===== src/rtl/nvbank_pkg.sv =====
package nvbank_pkg;
    typedef enum logic [2:0] {
        CMD_NONE,
        CMD_WRITE,
        CMD_STORE,
        CMD_LOAD,
        CMD_READ
    } cmd_e;
endpackage


===== src/rtl/nvbank_decode.sv =====
module nvbank_decode
    import nvbank_pkg::*;
#(
    parameter int BANK_W = 2
) (
    input  logic              wr_en,
    input  logic              store,
    input  logic              load,
    input  logic              rd_en,
    input  logic [BANK_W-1:0] bank,
    input  logic              busy,
    input  logic              wp_n,
    output cmd_e              cmd,
    output logic              accept,
    output logic              refuse,
    output logic              nv_we
);
    logic bank0;
    assign bank0 = (bank == '0);

    always_comb begin
        if (wr_en)      cmd = CMD_WRITE;
        else if (store) cmd = CMD_STORE;
        else if (load)  cmd = CMD_LOAD;
        else if (rd_en) cmd = CMD_READ;
        else            cmd = CMD_NONE;

        unique case (cmd)
            CMD_WRITE: accept = !busy && wp_n;
            CMD_STORE: accept = !busy && wp_n && bank0;
            CMD_LOAD:  accept = !busy && bank0;
            CMD_READ:  accept = !busy;
            default:   accept = 1'b0;
        endcase

        refuse = (cmd != CMD_NONE) && !accept;
        nv_we  = accept && ((cmd == CMD_WRITE) || (cmd == CMD_STORE));
    end
endmodule


===== src/rtl/nvbank_timer.sv =====
module nvbank_timer #(
    parameter int BUSY_CYCLES = 1250000
) (
    input  logic clk,
    input  logic rst_n,
    input  logic start,
    output logic busy
);
    localparam int CNT_W = $clog2(BUSY_CYCLES + 1);

    typedef struct packed {
        logic             busy;
        logic [CNT_W-1:0] cnt;
    } tmr_t;

    tmr_t tmr_d, tmr_q;

    always_comb begin
        tmr_d = tmr_q;
        if (start) begin
            tmr_d.busy = 1'b1;
            tmr_d.cnt  = CNT_W'(BUSY_CYCLES - 1);
        end else if (tmr_q.busy) begin
            if (tmr_q.cnt == '0) tmr_d.busy = 1'b0;
            else                 tmr_d.cnt  = tmr_q.cnt - 1'b1;
        end
    end

    always_ff @(posedge clk or negedge rst_n) begin
        if (!rst_n) tmr_q <= '0;
        else        tmr_q <= tmr_d;
    end

    assign busy = tmr_q.busy;
endmodule


===== src/rtl/nvbank_array.sv =====
module nvbank_array #(
    parameter int              DATA_W    = 8,
    parameter int              DEPTH     = 16,
    parameter logic [DATA_W-1:0] RESET_POS = 8'h80
) (
    input  logic                     clk,
    input  logic                     rst_n,
    input  logic                     we,
    input  logic [$clog2(DEPTH)-1:0] addr,
    input  logic [DATA_W-1:0]        wdata,
    output logic [DATA_W-1:0]        rdata,
    output logic [DATA_W-1:0]        dflt
);
    logic [DATA_W-1:0] mem_q [DEPTH];

    for (genvar i = 0; i < DEPTH; i++) begin : g_cell
        localparam logic [DATA_W-1:0] INIT = (i == 0) ? RESET_POS : '0;
        logic [DATA_W-1:0] cell_d;
        always_comb begin
            cell_d = mem_q[i];
            if (we && (addr == i)) cell_d = wdata;
        end
        always_ff @(posedge clk or negedge rst_n) begin
            if (!rst_n) mem_q[i] <= INIT;
            else        mem_q[i] <= cell_d;
        end
    end

    assign rdata = mem_q[addr];
    assign dflt  = mem_q[0];
endmodule


===== src/rtl/nvbank.sv =====
module nvbank
    import nvbank_pkg::*;
#(
    parameter int              BANKS       = 4,
    parameter int              REGS        = 4,
    parameter int              DATA_W      = 8,
    parameter int              BUSY_CYCLES = 1250000,
    parameter logic [7:0]      RESET_POS   = 8'h80
) (
    input  logic                      clk,
    input  logic                      rst_n,
    input  logic [$clog2(BANKS)-1:0]  bank_i,
    input  logic [$clog2(REGS)-1:0]   reg_i,
    input  logic                      wr_en_i,
    input  logic [DATA_W-1:0]         wr_data_i,
    input  logic                      rd_en_i,
    input  logic                      load_i,
    input  logic                      store_i,
    input  logic [DATA_W-1:0]         wiper_i,
    input  logic                      wp_n_i,
    output logic [DATA_W-1:0]         rd_data_o,
    output logic                      rd_valid_o,
    output logic [DATA_W-1:0]         ld_data_o,
    output logic                      ld_valid_o,
    output logic                      reject_o,
    output logic                      busy_o,
    output logic [DATA_W-1:0]         dflt_o
);
    localparam int BANK_W = $clog2(BANKS);
    localparam int REG_W  = $clog2(REGS);
    localparam int DEPTH  = BANKS * REGS;
    localparam int ADDR_W = BANK_W + REG_W;

    typedef struct packed {
        logic [DATA_W-1:0] rd_data;
        logic              rd_valid;
        logic [DATA_W-1:0] ld_data;
        logic              ld_valid;
        logic              reject;
    } resp_t;

    resp_t resp_d, resp_q;

    cmd_e              cmd;
    logic              accept, refuse, nv_we, busy;
    logic [ADDR_W-1:0] addr;
    logic [DATA_W-1:0] wdata, rdata, dflt;

    assign addr  = {bank_i, reg_i};
    assign wdata = (cmd == CMD_STORE) ? wiper_i : wr_data_i;

    nvbank_decode #(.BANK_W(BANK_W)) u_dec (
        .wr_en  (wr_en_i),
        .store  (store_i),
        .load   (load_i),
        .rd_en  (rd_en_i),
        .bank   (bank_i),
        .busy   (busy),
        .wp_n   (wp_n_i),
        .cmd    (cmd),
        .accept (accept),
        .refuse (refuse),
        .nv_we  (nv_we)
    );

    nvbank_timer #(.BUSY_CYCLES(BUSY_CYCLES)) u_tmr (
        .clk   (clk),
        .rst_n (rst_n),
        .start (nv_we),
        .busy  (busy)
    );

    nvbank_array #(
        .DATA_W    (DATA_W),
        .DEPTH     (DEPTH),
        .RESET_POS (DATA_W'(RESET_POS))
    ) u_arr (
        .clk   (clk),
        .rst_n (rst_n),
        .we    (nv_we),
        .addr  (addr),
        .wdata (wdata),
        .rdata (rdata),
        .dflt  (dflt)
    );

    always_comb begin
        resp_d          = resp_q;
        resp_d.rd_valid = accept && (cmd == CMD_READ);
        resp_d.ld_valid = accept && (cmd == CMD_LOAD);
        resp_d.reject   = refuse;
        if (resp_d.rd_valid) resp_d.rd_data = rdata;
        if (resp_d.ld_valid) resp_d.ld_data = rdata;
    end

    always_ff @(posedge clk or negedge rst_n) begin
        if (!rst_n) resp_q <= '0;
        else        resp_q <= resp_d;
    end

    assign rd_data_o  = resp_q.rd_data;
    assign rd_valid_o = resp_q.rd_valid;
    assign ld_data_o  = resp_q.ld_data;
    assign ld_valid_o = resp_q.ld_valid;
    assign reject_o   = resp_q.reject;
    assign busy_o     = busy;
    assign dflt_o     = dflt;
endmodule


===== config.mk =====
export PLATFORM = sky130hd
export DESIGN_NAME = nvbank
export DESIGN_NICKNAME = d
export VERILOG_FILES = /design/src/rtl/nvbank_pkg.sv /design/src/rtl/nvbank_decode.sv /design/src/rtl/nvbank_timer.sv /design/src/rtl/nvbank_array.sv /design/src/rtl/nvbank.sv
export SDC_FILE = /design/constraint.sdc
export NUM_CORES = 1
export LEC_CHECK = 0
export BUFFER_PORTS_ARGS = -buffer_cell sky130_fd_sc_hd__buf_2
export CORE_UTILIZATION = 35
export CTS_CLUSTER_DIAMETER = 50
export DETAILED_ROUTE_END_ITERATION = 8
export SYNTH_ARGS = -nofsm -noshare
export SYNTH_HDL_FRONTEND = slang
export SYNTH_SLANG_ARGS = --single-unit

===== constraint.sdc =====
create_clock -name clk -period 5.85 [get_ports clk]
set_input_delay 0 -clock clk [delete_from_list [all_inputs] [get_ports clk]]
set_output_delay 0 -clock clk [all_outputs]
set_load 0.02 [all_outputs]

==> impl_metrics.ini <==
[grt]
grt_pass1_wl_um = 31900
grt_max_degree = 96
overflow = 0
grt_pass1_vias = 5572
antenna_found_initial = 1
grt_use_total_pct = 17.8

[yosys]
synthCells = 767
synthTopCellsByArea = dfrtp_1 (53%), o21ai_0 (9.3%), nand2_1 (7.4%), mux4_2 (6.8%), mux2i_1 (4.3%)
synth-main-ff-cell = dfrtp_1
async_reset_ff_share_pct = 100
synth_enable_flop_cells = 0
synth.top_cells.by_count = dfrtp_1 (168), nand2_1 (156), o21ai_0 (148)
yosysTopAreaCellShare_pct = 52.8
syn_area_um2 = 7970
yosysMostFrequentCell = dfrtp_1
ys_seq_elements = 169
yosys.area.top_type = dfrtp_1
syn_nets = 796
ys_seq_area_share_pct = 53.1
syn_area_per_cell_um2 = 10.4
yosys_warnings = 0
yosysUniqueCellTypes = 56

[worst_setup_path]
reg2reg_slack_ns = 3.49
cp.required_ns = 6.19
end_kind = flop
timing.rr.start = u_tmr.busy$_DFF_PN0_
cp_max_fo = 61
crit_type = in2reg
ff2ff_path_depth = 4
arrival_ns = 2.72
crit_path_start_kind = primary input
timing.rr.end = u_arr.dflt[0]$_DFFE_PN0P_

[clock_tree]
cts_inserted_buffers = 17
cts_buffer_depth = 2
insertion_delay_ns = 0.43
cts_tree = done
cts.clk_slew.worst_paths_ns = 0.08
holdBufCountCts = 3
post_cts_buffers = 0
cts.sinks = 169
cts_root_buffer = clkbuf_16
post_cts_resized = 0
htreeDepth = 4

[status]
outcome = complete, no violations

[place]
portBuffers = 54
pre_cts_ws_ns = 3.11
dp_cells = 1051
routabilityCongestion = 0.780
hpwl_um = 12700

[hold_path]
min_delay_path_depth = 4
hp-class = in2reg
min_from = wiper_i[5]
whs_endpoint = u_arr.mem_q[45]$_DFFE_PN0P_

[route]
wl_per_cell_um = 18.2
final_antenna_net_count = 0
via_per_inst = 5.34
via_count = 5804
first_pass_iters = 7
totalWireLength_um = 19700
drc_errors = 0
drt_iter0_drc = 434

[cells_and_area]
finalNetCount = 822
drive_gt1_share_pct = 18.2
stdcell_count = 1087
area_growth_pct = 13.7

[timing]
fmax_mhz = 421
setup_viol = 0
rsz0062_at_grt = no
finClkSkew_ns = 0.0134
finalCriticalPeriod_ns = 2.38
final_max_slew_viol_count = 0
setup_slack_ns = 3.47
fin_setup_tns_ns = 0
worst_pin_slew_ns = 1.20
fin_crit_sh_pct = 40.6
slew_headroom_pct = 20.2
hold_viol = 0

[pwr]
p_leak_nw = 3.94
ir_drop_mv = 0.146
p_per_area_nw_per_um2 = 289

[die]
num_rows = 54
die_w_um = 153
fp.dieH_um = 153
core_area_um2 = 22100
start_util_pct = 36.1
dieArea_um2 = 23400
ios = 55

[job]
maxCapViolCount = 0
## power by group
group,switching [mW],internal (mW)
Sequential,0.0385,1.20
Combinational,0.145,0.0769
Clock,0.547,0.614
Total,0.730,1.89
## cell usage in the layout (no fill, tap or decap), types with 3 or more instances in the layout
cell and instances:
a211oi_1 3, a21oi_1 6, a221oi_1 8, a31oi_1 8
and2_1 6, and4b_1 4, buf_2 53, buf_4 17
clkbuf_16 17, clkinv_8 3, dfrtp_1 168, dlygate4sd3_1 3
inv_1 4, inv_6 3, inv_8 4, mux2_2 8
mux2i_1 31, mux2i_2 3, mux4_2 24, nand2_1 156
nand3_1 3, nand4_1 3, nor2_1 25, nor3_1 10
nor4_1 5, nor4b_1 5, nor4bb_1 6, o2111ai_1 16
o211ai_1 3, o21ai_0 148, o31ai_1 3, o41ai_1 4
or3_1 4, or4_1 4
## worst max-delay path by stage
stage / start / endpoint / cells past startpoint
floorplan: u_tmr.busy$_DFF_PN0_ / u_tmr.tmr_q[9]$_DFFE_PN0P_ / 6
global placement: bank_i[1] / u_arr.dflt[6]$_DFFE_PN0P_ / 6
detailed placement: bank_i[1] / u_arr.dflt[4]$_DFFE_PN0P_ / 6
CTS: u_tmr.busy$_DFF_PN0_ / u_arr.dflt[0]$_DFFE_PN0P_ / 4
global route: u_tmr.busy$_DFF_PN0_ / u_arr.mem_q[4]$_DFFE_PN0P_ / 4
finish: bank_i[1] / u_arr.dflt[0]$_DFFE_PN0P_ / 6
## worst max-delay path, stage by stage
cell	delay [ns]
buf_2	0.09
buf_4	0.33
nor3b_2	1.00
o211a_1	0.56
nand3_1	0.38
o21ai_0	0.28
## metal layers
| metal | wire length, um | vias to the layer above | global-route usage [%] |
|---|---|---|---|
| met4 | 232 | 0 | 4.81 |
| met5 | 0 | - | 0 |
| li1 | - | 2830 | - |
| met3 | 804 | 9 | 3.88 |
| met1 | 9950 | 2838 | 26.5 |
| met2 | 8760 | 127 | 25.8 |
## state kept, by name (all words and copies together), names as in the netlist, 8 cells and up
name / cells
u_arr.mem_q: 120
u_tmr.tmr_q: 21
ld_data_o: 8
rd_data_o: 8
u_arr.dflt: 8
## cell families after synthesis
logic type      count (synthesis)  synth area share, %
buf+inv                        71                 4.07
fa+ha+maj                       2                0.314
mux                            66                 12.2
compound gates                212                 15.7
flops                         169                 53.1
simple gates                  247                 14.6
## per-stage QoR
step	hold slack, ns	instance area (um^2)	power [mW]	utilization [%]
3_3_place_gp	0.160	8420	1.48	38.1
5_1_grt	0.0817	9060	2.72	41.0
4_1_cts	0.0696	9060	2.64	41.0
3_5_place_dp	0.155	8420	1.48	38.1
2_1_floorplan	-0.296	7970	1.39	-
6_report	0.0764	9060	2.62	41.0
## area by class of cell
cell class	instances	area, um^2
antenna	1	2.50
fill	2169	13000
tap	280	350
inverter	4	15.0
multi-input combinational	527	3420
sequential	169	4230
clock buffer	17	425
clock inverter	15	180
timing repair buffer	74	434
(Power assumes the default switching activity.)
